**src/rtl/inv_q_pkg.sv**
```systemverilog
package inv_q_pkg;
  typedef enum logic [1:0] {
    LS_INVALID   = 2'b00,
    LS_SHARED    = 2'b01,
    LS_EXCLUSIVE = 2'b10,
    LS_MODIFIED  = 2'b11
  } line_state_e;

  localparam int unsigned LINE_OFF = 6;
endpackage

```
**src/rtl/inv_q_store.sv**
```systemverilog
module inv_q_store #(
  parameter int unsigned DEPTH  = 8,
  parameter int unsigned LINE_W = 26
) (
  input  logic              clk_i,
  input  logic              rst_ni,
  input  logic              push_i,
  input  logic [LINE_W-1:0] push_line_i,
  input  logic              pop_i,
  output logic [LINE_W-1:0] head_line_o,
  output logic              empty_o,
  output logic              full_o,
  input  logic [LINE_W-1:0] look_line_i,
  output logic              look_hit_o
);
  localparam int unsigned PTR_W = (DEPTH > 1) ? $clog2(DEPTH) : 1;
  localparam int unsigned CNT_W = $clog2(DEPTH + 1);

  logic [LINE_W-1:0] slot_q [DEPTH];
  logic [DEPTH-1:0]  vld_q;
  logic [DEPTH-1:0]  hit_vec;
  logic [PTR_W-1:0]  wr_ptr_q, rd_ptr_q;
  logic [CNT_W-1:0]  cnt_q;

  function automatic logic [PTR_W-1:0] ptr_inc(input logic [PTR_W-1:0] p);
    return (p == PTR_W'(DEPTH - 1)) ? '0 : p + PTR_W'(1);
  endfunction

  assign empty_o     = (cnt_q == '0);
  assign full_o      = (cnt_q == CNT_W'(DEPTH));
  assign head_line_o = slot_q[rd_ptr_q];
  assign look_hit_o  = |hit_vec;

  always_ff @(posedge clk_i or negedge rst_ni) begin
    if (!rst_ni) begin
      wr_ptr_q <= '0;
      rd_ptr_q <= '0;
      cnt_q    <= '0;
    end else begin
      if (push_i) wr_ptr_q <= ptr_inc(wr_ptr_q);
      if (pop_i)  rd_ptr_q <= ptr_inc(rd_ptr_q);
      case ({push_i, pop_i})
        2'b10:   cnt_q <= cnt_q + CNT_W'(1);
        2'b01:   cnt_q <= cnt_q - CNT_W'(1);
        default: cnt_q <= cnt_q;
      endcase
    end
  end

  for (genvar g = 0; g < DEPTH; g++) begin : g_slot
    always_ff @(posedge clk_i) begin
      if (push_i && wr_ptr_q == PTR_W'(g)) slot_q[g] <= push_line_i;
    end

    always_ff @(posedge clk_i or negedge rst_ni) begin
      if (!rst_ni)                              vld_q[g] <= 1'b0;
      else if (push_i && wr_ptr_q == PTR_W'(g)) vld_q[g] <= 1'b1;
      else if (pop_i && rd_ptr_q == PTR_W'(g))  vld_q[g] <= 1'b0;
    end

    assign hit_vec[g] = vld_q[g] && (slot_q[g] == look_line_i);
  end
endmodule

```
**src/rtl/inv_q_ctrl.sv**
```systemverilog
module inv_q_ctrl (
  input  logic clk_i,
  input  logic rst_ni,
  input  logic lbar_req_i,
  input  logic core_req_i,
  input  logic q_empty_i,
  output logic drain_o,
  output logic core_gnt_o,
  output logic stall_o,
  output logic done_o
);
  logic pend_q;
  logic bar_act;

  assign bar_act    = lbar_req_i | pend_q;
  assign stall_o    = bar_act & ~q_empty_i;
  assign done_o     = bar_act & q_empty_i;
  // barrier wins the tag port; otherwise drain only on idle core cycles
  assign drain_o    = ~q_empty_i & (stall_o | ~core_req_i);
  assign core_gnt_o = core_req_i & ~stall_o;

  always_ff @(posedge clk_i or negedge rst_ni) begin
    if (!rst_ni) pend_q <= 1'b0;
    else         pend_q <= stall_o;
  end
endmodule

```
**src/rtl/lazy_inval_queue.sv**
```systemverilog
module lazy_inval_queue
  import inv_q_pkg::*;
#(
  parameter int unsigned ADDR_W = 32,
  parameter int unsigned DEPTH  = 8,
  localparam int unsigned LINE_W = ADDR_W - LINE_OFF
) (
  input  logic              clk_i,
  input  logic              rst_ni,
  input  logic              inv_valid_i,
  input  logic [ADDR_W-1:0] inv_addr_i,
  output logic              inv_ack_o,
  input  logic              core_req_i,
  input  logic [ADDR_W-1:0] core_addr_i,
  output logic              core_gnt_o,
  output logic              core_miss_o,
  input  logic              lbar_req_i,
  output logic              lbar_stall_o,
  output logic              lbar_done_o,
  output logic              tag_we_o,
  output logic [LINE_W-1:0] tag_line_o,
  output logic [1:0]        tag_state_o
);
  logic              q_empty, q_full, q_hit, drain;
  logic [LINE_W-1:0] inv_line, core_line;

  assign inv_line  = inv_addr_i[ADDR_W-1:LINE_OFF];
  assign core_line = core_addr_i[ADDR_W-1:LINE_OFF];
  assign inv_ack_o = inv_valid_i & ~q_full;

  inv_q_store #(.DEPTH(DEPTH), .LINE_W(LINE_W)) u_store (
    .clk_i       (clk_i),
    .rst_ni      (rst_ni),
    .push_i      (inv_ack_o),
    .push_line_i (inv_line),
    .pop_i       (drain),
    .head_line_o (tag_line_o),
    .empty_o     (q_empty),
    .full_o      (q_full),
    .look_line_i (core_line),
    .look_hit_o  (q_hit)
  );

  inv_q_ctrl u_ctrl (
    .clk_i      (clk_i),
    .rst_ni     (rst_ni),
    .lbar_req_i (lbar_req_i),
    .core_req_i (core_req_i),
    .q_empty_i  (q_empty),
    .drain_o    (drain),
    .core_gnt_o (core_gnt_o),
    .stall_o    (lbar_stall_o),
    .done_o     (lbar_done_o)
  );

  assign tag_we_o    = drain;
  assign tag_state_o = LS_INVALID;
  // a line arriving this cycle is already pending for the lookup
  assign core_miss_o = core_gnt_o & (q_hit | (inv_ack_o & (inv_line == core_line)));
endmodule

```
**config.mk**
```make
export PLATFORM = sky130hd
export DESIGN_NAME = lazy_inval_queue
export DESIGN_NICKNAME = d
export VERILOG_FILES = /design/src/rtl/inv_q_pkg.sv /design/src/rtl/inv_q_store.sv /design/src/rtl/inv_q_ctrl.sv /design/src/rtl/lazy_inval_queue.sv
export SDC_FILE = /design/constraint.sdc
export NUM_CORES = 1
export LEC_CHECK = 0
export BUFFER_PORTS_ARGS = -buffer_cell sky130_fd_sc_hd__buf_2
export CAP_MARGIN = 25
export CORE_MARGIN = 2
export CORE_UTILIZATION = 54
export CTS_CLUSTER_DIAMETER = 40
export DETAILED_ROUTE_END_ITERATION = 16
export PLACE_DENSITY_LB_ADDON = 0.05
export SKIP_CTS_REPAIR_TIMING = 1
export SYNTH_ARGS = -nofsm -noshare
export SYNTH_HDL_FRONTEND = slang
export SYNTH_SLANG_ARGS = --single-unit
```
**constraint.sdc**
```tcl
create_clock -name clk_i -period 2.62 [get_ports clk_i]
set_clock_uncertainty 0.2 [all_clocks]
set_input_delay 0.393 -clock clk_i [delete_from_list [all_inputs] [get_ports clk_i]]
set_output_delay 0.393 -clock clk_i [all_outputs]
set_load 0.05 [all_outputs]
```
==> parameters.txt, run 1 <==
Parameter                              Value

Outcome
  Run status    finished, violations left
  Violated checks    hold timing, setup timing

Job
  Count of maximum capacitance violations    0

Timing
  WHS    -0.0140 ns
  Minimum setup slack in the final design    -0.501 ns
  Number of max-slew violations in the final report    0
  Unrepaired setup endpoints after global routing    true
  Portion of the clock cycle consumed by the worst path in the final layout    1.19
  Final Hold Viols    29
  Pin slew with the least headroom to its limit    0.557 ns
  Worst slew slack as a fraction of its limit    0.629
  Total negative setup slack    -2.64 ns
  Final setup violation count    27
  Final critical-path required period    3.12 ns
  Max Clock Freq    320 MHz

Route
  Detailed-route DRC error count    0
  Mean number of vias per cell    5.94
  Wirelength, routed    36.5 mm
  Number of search-and-repair iterations in the first detailed-routing pass    5
  Number of DRC violations after detailed-routing iteration 0    843
  Detailed-route via count    7,988
  Remaining antenna violation count after routing    0
  Post-DR wirelength/cell    27.1 µm

Layout
  Number of nets in the layout    1,128
  Synthesis-to-layout area growth    29.9%
  Proportion of layout cells with a drive suffix above 1    0.379
  Highest-count cells in the layout ignoring fill and taps    sky130_fd_sc_hd__edfxtp_1, sky130_fd_sc_hd__xnor2_1, sky130_fd_sc_hd__buf_4, sky130_fd_sc_hd__xor2_1, sky130_fd_sc_hd__buf_2
  Antenna Cells    0
  Most common cell after layout, fill and taps aside    sky130_fd_sc_hd__edfxtp_1
  Fill cell instance count of the final layout    1,434

Synth
  Share of Yosys cell area claimed by the top area cell type    0.535
  Area contributors post-synth    sky130_fd_sc_hd__edfxtp_1, sky130_fd_sc_hd__xnor2_1, sky130_fd_sc_hd__mux4_2
  Synth Cell Area    0.0117 mm²
  Synth warn    0
  Dominant cell type by area after synthesis    sky130_fd_sc_hd__edfxtp_1
  Post-Syn Area per Cell    14.5 µm²
  Synth Register Bits    227
  Portion of the post-synthesis area used by sequential elements    0.575
  Synthesized instance count    806
  Yosys cell types    39

Placed design
  Gp weighted congestion    0.982
  Detailed placer's ending HPWL    25.8 mm
  Number of port buffers    88

Power
  Part of the power in the clock network    0.264
  Total chip power    16.9 mW
  Switching part of the total    0.375
  Leakage power of the design    5.68 nW
  Proportion of power drawn by combinational gates    0.436
  Internal    10.6 mW
  Part of the power in registers    0.300
  Net load switching power    6.36 mW
  Pwr/cell area    1120 mW/mm²
  Maximum vdd ir drop    0.969 mV

Worst setup path
  Crit path kind    register to primary output
  Worst setup SP type    register
  Critical Path Fanout Max    2
  Kind of end point of the critical path    primary output
  Startpoint of the lowest-slack register-to-register path    u_store.cnt_q[0]
  Worst setup path startpoint    u_store.slot_q[2][4]
  CP required    2.03 ns
  Crit path arrival time    2.53 ns

Clock tree
  # H-tree levels    2
  Clock transition time at the flip-flop clock pins of the worst setup and hold paths    0.05 ns
  CTS root buffer    sky130_fd_sc_hd__clkbuf_16
  Number of buffers between clock root and the deepest sink    3
  Clock latency on the worst-skew pair    0.50 ns
  Clock tree from TritonCTS    done
  Inserted Clock Buffers    36
  Number of sinks driven by the clock tree    227

Min path
  Class of the tightest hold or removal check    input port to register
  Hold Path Origin    inv_addr_i[16]

GRT
  Number of global-route vias before repair    7,979
  Overall routing resource usage    0.321
  Pin count of the biggest net entering global routing    28
  First-pass GRT wire length    51.3 mm
  Number of antenna violations at the first check in global routing    0
  Gr ovfl total    0

Floorplan
  Ports    103
  Die area    0.0228 mm²
  Initial Util    0.552
  Placement Rows    53
  Core Region    0.0212 mm²
  Chip height    151 µm
  DIE WIDTH    151 µm
-- flip-flops by register name, indices dropped and copies added (netlist names) --
register          count
u_store.vld_q         8
u_store.slot_q      208
u_store.cnt_q         4
u_store.wr_ptr_q      3
u_ctrl.pend_q         1
u_store.rd_ptr_q      3
-- power by group through the flow --
| stage | Sequential [mW] | Combinational [mW] | Clock (mW) |
|---|---|---|---|
| after floorplan | 4.93 | 4.20 | 0 |
| after global placement | 5.15 | 6.01 | 0 |
| after detailed placement | 5.19 | 6.11 | 0 |
| after CTS | 5.13 | 6.14 | 4.52 |
| after global routing | 5.11 | 7.74 | 4.68 |
| final | 5.07 | 7.38 | 4.48 |
-- worst max-delay path: stages (launching register included) --
cell	delay (ns)
sky130_fd_sc_hd__edfxtp_1	0.44
sky130_fd_sc_hd__xnor2_2	0.24
sky130_fd_sc_hd__buf_4	0.17
sky130_fd_sc_hd__nand4_1	0.13
sky130_fd_sc_hd__or4_4	0.46
sky130_fd_sc_hd__nor4_4	0.15
sky130_fd_sc_hd__o41a_1	0.24
sky130_fd_sc_hd__buf_6	0.18
-- through the flow --
step           setup slack [ns]  instances  hold WS (ns)  utilization  cell area, µm²
2_1_floorplan            -0.328        807        -0.103            -           11700
3_3_place_gp             -0.417       1258         0.154        0.634           13400
3_5_place_dp             -0.396       1258         0.169        0.634           13400
4_1_cts                  -0.855       1321        -0.360        0.688           14500
5_1_grt                  -0.566       1344       0.00112        0.718           15200
6_report                 -0.501       1344       -0.0140        0.718           15200
-- cell families after synthesis --
group | count (synthesis) | synth area share
mux | 53 | 0.101
fa+ha+maj | 15 | 0.0161
buf+inv | 55 | 0.0271
compound gates | 20 | 0.0116
simple gates | 196 | 0.0856
other cells | 1 | 0.000321
xor+xnor | 239 | 0.183
flops | 227 | 0.575
-- path summary, 6_finish.rpt --
check                           slack (ns)  depth (start not counted)               endpoint
worst max-delay path                 -0.50                          7            core_miss_o
min in group asynchronous             0.18                          2       u_store.cnt_q[2]
worst max register to register        0.23                          9       u_store.cnt_q[3]
max in group asynchronous             1.67                          2    u_store.rd_ptr_q[0]
worst min register to register        0.31                          1       u_store.vld_q[4]
worst min-delay path                 -0.01                          1  u_store.slot_q[3][10]
-- cell type report --
class	count	area, µm²	area share
Clock buffer	42	945	0.0622
Sequential cell	227	6730	0.443
Multi-Input combinational cell	525	4840	0.319
Clock inverter	21	190	0.0125
Timing Repair Buffer	247	2110	0.139
Tap cell	275	344	0.0227
Inverter	7	26.3	0.00173
-- per-layer routing --
| layer | wire length, µm | part of all wire | global-route usage | vias to the layer above |
|---|---|---|---|---|
| met5 | 0 | 0 | 0 | - |
| met4 | 1430 | 0.039 | 0.121 | 0 |
| met3 | 3490 | 0.096 | 0.0774 | 90 |
| met2 | 17500 | 0.48 | 0.512 | 430 |
| met1 | 14100 | 0.39 | 0.432 | 4009 |
| li1 | - | - | - | 3459 |
-- synthesized netlist by cell type, drive strengths merged --
cell and instances:
a211oi 2, a21o 8, a21oi 3, and2 2
and3 6, buf 36, clkbuf 12, clkinv 1
conb 1, dfrtp 19, edfxtp 208, ha 15
inv 6, mux2 1, mux4 52, nand2 88
nand3 5, nand3b 1, nand4 45, nand4bb 1
nor2 7, nor2b 2, nor3 9, nor4 27
nor4bb 1, o21ai 5, o41a 1, o41ai 1
or3 1, or4 1, xnor2 142, xor2 97
Power figures use the tool's default switching activity.
==> run 2: changes to the inputs <==
--- a/config.mk
+++ b/config.mk
@@ -15,4 +15,5 @@
 export SKIP_CTS_REPAIR_TIMING = 1
 export SYNTH_ARGS = -nofsm -noshare
 export SYNTH_HDL_FRONTEND = slang
+export SYNTH_HIERARCHICAL = 1
 export SYNTH_SLANG_ARGS = --single-unit
==> parameters.txt, run 2 <==
Parameter                              Value

Synth
  Dominant cell type by area after synthesis    sky130_fd_sc_hd__edfxtp_1
  Synth Register Bits    227 (unchanged)
  Fraction of synthesized area in multiplexers    0.101 (about the same)
  Synth warn    6 (+6)
  Number of synthesized flops with an enable pin    208 (unchanged)
  Portion of the post-synthesis area used by sequential elements    0.575 (about the same)
  Most numerous cell types in the synthesized netlist    sky130_fd_sc_hd__xnor2_1, sky130_fd_sc_hd__edfxtp_1, sky130_fd_sc_hd__nand2_1, sky130_fd_sc_hd__nand4_1, sky130_fd_sc_hd__mux4_2
  Yosys cell types    36 (-7.7%)
  Post-Synth Simple-Gate Area    0.0823 (-0.00329)
  Synthesized-area fraction occupied by ao, oa, aoi and oai cells    0.0137 (+0.00213)
  Synth Cell Area    0.0117 mm² (about the same)
  Post-Synth Adder-Cell Area    0.0178 (+0.00170)
  Asr flop ratio synth    0.0837 (unchanged)
  XOR/XNOR share of the synthesized area    0.178 (-0.00478)
  Synthesized instance count    811 (+0.62%)
  Largest family of logic cells by synthesized area    XOR/XNOR gates
  Area contributors post-synth    sky130_fd_sc_hd__edfxtp_1, sky130_fd_sc_hd__xnor2_1, sky130_fd_sc_hd__mux4_2
  Dominant cell by count in the synthesized netlist    sky130_fd_sc_hd__xnor2_1
  Top_reg_cell synth    sky130_fd_sc_hd__edfxtp_1
  Post-Syn Area per Cell    14.4 µm² (-0.52%)
  Share of Yosys cell area claimed by the top area cell type    0.534 (about the same)

Layout
  Synthesis-to-layout area growth    29.2%
  Number of nets in the layout    1,119 (-0.80%)
  Utilization after layout    0.714 (-0.00337)
  Most common cell after layout, fill and taps aside    sky130_fd_sc_hd__edfxtp_1
  Non-filler instance count after layout    1,334 (-0.74%)
  Number of flip-flops in the largest register    208 (unchanged)
  Top register by number of flip-flops    u_store/slot_q
  Highest-count cells in the layout ignoring fill and taps    sky130_fd_sc_hd__edfxtp_1, sky130_fd_sc_hd__xnor2_1, sky130_fd_sc_hd__buf_4, sky130_fd_sc_hd__buf_2, sky130_fd_sc_hd__nand2_1
  Proportion of layout cells with a drive suffix above 1    0.382 (+0.00358)
  Registers with the most flip-flops    u_store/slot_q (208), u_store/vld_q (8), u_store/cnt_q (4)
  Antenna Cells    0 (unchanged)
  Fill cell instance count of the final layout    1,429 (-0.35%)

GRT
  Pin count of the biggest net entering global routing    33 (+18%)
  Number of global-route vias before repair    8,054 (+0.94%)
  First-pass GRT wire length    50.9 mm (-0.70%)
  Number of antenna violations at the first check in global routing    0 (unchanged)
  Gr ovfl total    0 (unchanged)
  Overall routing resource usage    0.318 (-0.00343)

Timing
  Number of max-slew violations in the final report    0 (unchanged)
  Minimum setup slack in the final design    -0.433 ns (+0.0678 ns)
  Portion of the clock cycle consumed by the worst path in the final layout    1.17 (-0.0259)
  Final Hold Viols    37 (+28%)
  Final critical-path required period    3.05 ns (-0.0678 ns)
  Unrepaired setup endpoints after global routing    true
  Max Clock Freq    328 MHz (+2.2%)
  Worst slew slack as a fraction of its limit    0.309 (-0.320)
  WHS    -0.0112 ns (+0.00281 ns)
  Pin slew with the least headroom to its limit    1.04 ns (+0.480 ns)
  Total negative setup slack    -2.00 ns (+0.649 ns)
  Final setup violation count    23 (-15%)

Route
  Wirelength, routed    36.3 mm (-0.42%)
  Remaining antenna violation count after routing    0 (unchanged)
  Mean number of vias per cell    6.00 (+1.0%)
  Detailed-route via count    8,009 (+0.26%)
  Number of DRC violations after detailed-routing iteration 0    861 (+2.1%)
  Detailed-route DRC error count    0 (unchanged)
  Post-DR wirelength/cell    27.2 µm (+0.32%)
  Number of search-and-repair iterations in the first detailed-routing pass    7 (+2)

Floorplan
  Initial Util    0.553 (about the same)
  Die area    0.0229 mm² (about the same)
  Placement Rows    53 (unchanged)
  Chip height    151 µm (about the same)
  Core Region    0.0212 mm² (unchanged)
  DIE WIDTH    151 µm (about the same)
  Ports    103 (unchanged)

Min path
  Class of the tightest hold or removal check    input port to register

Placed design
  Gp weighted congestion    0.965 (-1.8%)
  Detailed placer's ending HPWL    25.2 mm (-2.2%)
  Number of port buffers    88 (unchanged)
  Cells after DPL    1,252 (-0.48%)
  Setup slack at placement    -0.196 ns (+0.201 ns)

Worst setup path
  Critical Path Max Stage Delay    0.41 ns (-0.05 ns)
  CP cell instances    xnor2_1, buf_4, nand4_1, nor4_1, a22oi_1, nand4_1, nand2_1, o21ai_4, buf_6
  Logic depth of the worst setup path including buffers    9 (+2)
  Worst setup path startpoint    u_store/slot_q[0][19]
  Crit path kind    register to primary output
  Setup slack of the worst register-to-register path    0.12 ns (-0.11 ns)
  Worst R2R End    u_store/cnt_q[3]
  Startpoint of the lowest-slack register-to-register path    u_store/cnt_q[1]
  Depth of the most critical reg-to-reg path    11 (+2)
  Most common cell type on the critical path    sky130_fd_sc_hd__nand4_1
  Family with the most delay on the worst path    simple AND/OR/NAND/NOR gates
  CP required    2.03 ns (about the same)
  Crit path arrival time    2.46 ns (-0.07 ns)
  Worst setup SP type    register
  Termination of the worst setup path    core_miss_o
  Critical path buffers and inverters    2 (unchanged)
  Critical Path Fanout Max    2 (unchanged)
  Kind of end point of the critical path    primary output
  Standard cell with the maximum stage delay on the critical path    sky130_fd_sc_hd__edfxtp_1

Power
  Pwr/cell area    1120 mW/mm² (+0.62%)
  Leakage power of the design    5.46 nW (-3.8%)
  Maximum vdd ir drop    1.09 mV (+12%)

Outcome
  Run status    finished, violations left
  Violated checks    hold timing, setup timing

Clock tree
  Number of sinks driven by the clock tree    227 (unchanged)
  CTS root buffer    sky130_fd_sc_hd__clkbuf_16
  Clock transition time at the flip-flop clock pins of the worst setup and hold paths    0.06 ns (about the same)
  Inserted Clock Buffers    34 (-5.6%)
  Number of buffers between clock root and the deepest sink    3 (unchanged)
  Clock latency on the worst-skew pair    0.50 ns (about the same)
  # H-tree levels    2 (unchanged)
  Clock tree from TritonCTS    done

Job
  Count of maximum capacitance violations    0 (unchanged)
==> run 2: cells by family after synthesis <==
kind of cell / count (synthesis)
xor gates and xnor gates: 238
DFF: 227
and+or+nand+nor: 195
buffers and inverters: 57
muxes: 52
AOI/OAI and AO/OA: 25
adders and majority gates: 16
other: 1
==> run 2: cell type report <==
class                      count  area, µm²  share of cell area
sequential                   227       6730               0.445
tap                          275        344              0.0228
multi-input combinational    528       4860               0.322
timing repair buffer         233       2000               0.132
clock buffer                  37        883              0.0585
clock inverter                24        253              0.0167
inverter                      10       37.5             0.00248
==> run 2: power by group <==
part	leakage, nW	internal, mW	switching [mW]
Sequential	2.11	4.62	0.448
Combinational	2.80	3.18	4.22
Clock	0.543	2.78	1.71
==> run 2: worst min-delay path by stage <==
stage,from,endpoint,slack (ns),cells after the start
3_5_place_dp,rst_ni,u_store/wr_ptr_q[1],0.17,1
3_3_place_gp,rst_ni,u_store/wr_ptr_q[0],0.15,1
2_1_floorplan,rst_ni,u_ctrl/pend_q,-0.10,0
4_1_cts,rst_ni,u_store/wr_ptr_q[2],-0.35,1
6_report,inv_addr_i[9],u_store/slot_q[1][3],-0.01,1
5_1_grt,inv_addr_i[19],u_store/slot_q[0][13],0.002,1
==> run 2: stage by stage <==
step / hold WS [ns] / power (mW) / instance area (µm²)
after global placement: 0.153 / 11.2 / 13300
after CTS: -0.351 / 15.8 / 14400
after global routing: 0.00166 / 17.5 / 15100
after detailed placement: 0.169 / 11.3 / 13300
final: -0.0112 / 17.0 / 15100
after floorplan: -0.103 / 9.29 / 11700
==> run 2: worst reg2reg max path, delay by kind of cell (launching register included) <==
kind | cells | cell delay, ns
flip-flops | 1 | 0.39
AND/OR/NAND/NOR | 3 | 0.47
buffers and inverters | 2 | 0.24
AO/OA/AOI/OAI | 2 | 0.36
adder cells (fa/ha/maj) | 2 | 0.44
XOR/XNOR | 2 | 0.29
==> run 2: metal layers <==
metal / wire, µm / GRT usage / part of all wire / vias up
li1: - / - / - / 3439
met1: 14000 / 0.423 / 0.39 / 4065
met2: 17400 / 0.511 / 0.48 / 411
met3: 3340 / 0.0711 / 0.092 / 94
met4: 1500 / 0.129 / 0.041 / 0
met5: 0 / 0 / 0 / -
==> run 3: changes to the inputs <==
--- a/config.mk
+++ b/config.mk
@@ -8,7 +8,7 @@
 export BUFFER_PORTS_ARGS = -buffer_cell sky130_fd_sc_hd__buf_2
 export CAP_MARGIN = 25
 export CORE_MARGIN = 2
-export CORE_UTILIZATION = 54
+export CORE_UTILIZATION = 60
 export CTS_CLUSTER_DIAMETER = 40
 export DETAILED_ROUTE_END_ITERATION = 16
 export PLACE_DENSITY_LB_ADDON = 0.05
==> constraint.sdc (replaced) <==
create_clock -name clk_i -period 3.4 [get_ports clk_i]
set_clock_uncertainty 0.2 [all_clocks]
set_input_delay 0.51 -clock clk_i [delete_from_list [all_inputs] [get_ports clk_i]]
set_output_delay 0.51 -clock clk_i [all_outputs]
set_load 0.05 [all_outputs]
==> parameters.txt, run 3 (synthesis results as in run 2) <==
Parameter                              Value

Worst setup path
  Kind of end point of the critical path    primary output
  Critical Path Fanout Max    2 (unchanged)
  Crit path kind    register to primary output
  Depth of the most critical reg-to-reg path    11 (unchanged)
  Worst setup SP type    register
  Crit path arrival time    2.63 ns (+0.17 ns)
  CP required    2.69 ns (+0.66 ns)

GRT
  First-pass GRT wire length    47.2 mm (-7.2%)
  Gr ovfl total    0 (unchanged)
  Number of antenna violations at the first check in global routing    0 (unchanged)
  Overall routing resource usage    0.326 (+0.00841)
  Number of global-route vias before repair    7,459 (-7.4%)
  Pin count of the biggest net entering global routing    57 (+73%)

Clock tree
  Inserted Clock Buffers    34 (unchanged)
  Clock transition time at the flip-flop clock pins of the worst setup and hold paths    0.06 ns (about the same)
  CTS root buffer    sky130_fd_sc_hd__clkbuf_16
  # H-tree levels    2 (unchanged)
  Clock tree from TritonCTS    done
  Number of buffers between clock root and the deepest sink    3 (unchanged)
  Number of sinks driven by the clock tree    227 (unchanged)
  Clock latency on the worst-skew pair    0.49 ns (about the same)

Layout
  Registers with the most flip-flops    u_store/slot_q (208), u_store/vld_q (8), u_store/cnt_q (4)
  Number of flip-flops in the largest register    208 (unchanged)
  Proportion of layout cells with a drive suffix above 1    0.240 (-0.142)
  Number of nets in the layout    996 (-11%)
  Top register by number of flip-flops    u_store/slot_q
  Most common cell after layout, fill and taps aside    sky130_fd_sc_hd__edfxtp_1
  Highest-count cells in the layout ignoring fill and taps    sky130_fd_sc_hd__edfxtp_1, sky130_fd_sc_hd__xnor2_1, sky130_fd_sc_hd__nand2_1, sky130_fd_sc_hd__buf_2, sky130_fd_sc_hd__nand4_1
  Antenna Cells    0 (unchanged)
  Area of all placed cells without fillers    0.0136 mm² (-9.9%)
  Synthesis-to-layout area growth    16.4%

Floorplan
  Placement Rows    51 (-3.8%)
  DIE WIDTH    144 µm (-5.0%)
  Ports    103 (unchanged)
  Initial Util    0.607 (+0.0540)
  Core Region    0.0193 mm² (-8.9%)
  Chip height    144 µm (-5.0%)
  Die area    0.0206 mm² (-9.7%)

Min path
  Class of the tightest hold or removal check    input port to register
  Hold Path Stages    1 (unchanged)

Placed design
  Setup slack at placement    0.307 ns (+0.502 ns)
  Detailed placer's ending HPWL    22.5 mm (-11%)
  Gp weighted congestion    0.939 (-2.6%)
  Number of port buffers    88 (unchanged)
  Area after detailed placement    0.0123 mm² (-7.3%)

Timing
  Unrepaired setup endpoints after global routing    false
  Number of max-slew violations in the final report    0 (unchanged)
  Portion of the clock cycle consumed by the worst path in the final layout    0.982
  Final setup violation count    0 (-100%)
  WHS    0.109 ns (+0.120 ns)
  Final critical-path required period    3.34 ns
  Worst slew slack as a fraction of its limit    0.494 (+0.185)
  Final Hold Viols    0 (-100%)
  Minimum setup slack in the final design    0.0618 ns (+0.495 ns)
  Max Clock Freq    300 MHz
  Pin slew with the least headroom to its limit    0.759 ns (-0.278 ns)
  Total negative setup slack    0 ns (+2.00 ns)

Route
  Remaining antenna violation count after routing    0 (unchanged)
  Detailed-route DRC error count    0 (unchanged)
  Wirelength, routed    32.7 mm (-9.9%)
  Number of DRC violations after detailed-routing iteration 0    831 (-3.5%)
  Number of search-and-repair iterations in the first detailed-routing pass    5 (-2)
  Post-DR wirelength/cell    27.3 µm (about the same)
  Mean number of vias per cell    6.17 (+2.8%)
  Detailed-route via count    7,411 (-7.5%)

Outcome
  Run status    finished clean

Job
  Count of maximum capacitance violations    0 (unchanged)

Power
  Total chip power    12.1 mW (-29%)
  Leakage power of the design    4.74 nW (-13%)
  Maximum vdd ir drop    0.665 mV (-39%)
  Pwr/cell area    889 mW/mm² (-21%)
-- run 3: cell types whose count changed in the layout (fill, tap and decap cells not counted), sizes merged --
cell         before  now
buf             223  109
bufinv            3    8
dlygate4sd3       6    1
clkinv           12    8
clkinvlp          5    3
inv              14   12
clkbuf           41   40
-- run 3: path summary, 6_finish.rpt --
check | start | end | slack [ns]
min | inv_addr_i[12] | u_store/slot_q[4][6] | 0.11
max reg2reg | u_store/cnt_q[1] | u_store/cnt_q[3] | 0.79
max | u_store/slot_q[5][10] | core_miss_o | 0.06
max in group asynchronous | rst_ni | u_store/rd_ptr_q[0] | 2.37
min reg2reg | u_store/vld_q[6] | u_store/vld_q[6] | 0.29
min in group asynchronous | rst_ni | u_store/wr_ptr_q[0] | 0.29
-- run 3: metal layers --
metal | global-route usage | part of all wire
met1 | 0.440 | 0.40
met2 | 0.520 | 0.48
met3 | 0.0740 | 0.087
met4 | 0.130 | 0.038
met5 | 0 | 0
-- run 3: metrics by stage --
| step | utilization | std cells |
|---|---|---|
| final | 0.707 | 1201 |
| after detailed placement | 0.639 | 1139 |
| after global placement | 0.639 | 1139 |
| after CTS | 0.704 | 1200 |
| after floorplan | - | 812 |
| after global routing | 0.707 | 1201 |
-- run 3: layout make-up --
cell class | instances | area [µm²]
Tap cell | 265 | 332
Sequential cell | 227 | 6730
Clock inverter | 21 | 324
Fill cell | 1327 | 5650
Clock buffer | 40 | 937
Timing Repair Buffer | 110 | 621
Multi-Input combinational cell | 528 | 4640
Inverter | 10 | 37.5
-- run 3: worst max-delay path, cell delays in order (launching register included) --
cell and delay [ns]:
sky130_fd_sc_hd__edfxtp_1 0.40, sky130_fd_sc_hd__xnor2_1 0.31, sky130_fd_sc_hd__nand4_1 0.26, sky130_fd_sc_hd__nor4_1 0.40, sky130_fd_sc_hd__a22oi_1 0.12, sky130_fd_sc_hd__nand4_1 0.15
sky130_fd_sc_hd__nand2_1 0.06, sky130_fd_sc_hd__o21ai_1 0.12, sky130_fd_sc_hd__buf_2 0.30
-- run 3: power breakdown --
| group | internal [mW] | switching, mW |
|---|---|---|
| combinational | 1.51 | 2.91 |
| sequential | 3.56 | 0.291 |
| clock | 2.59 | 1.25 |
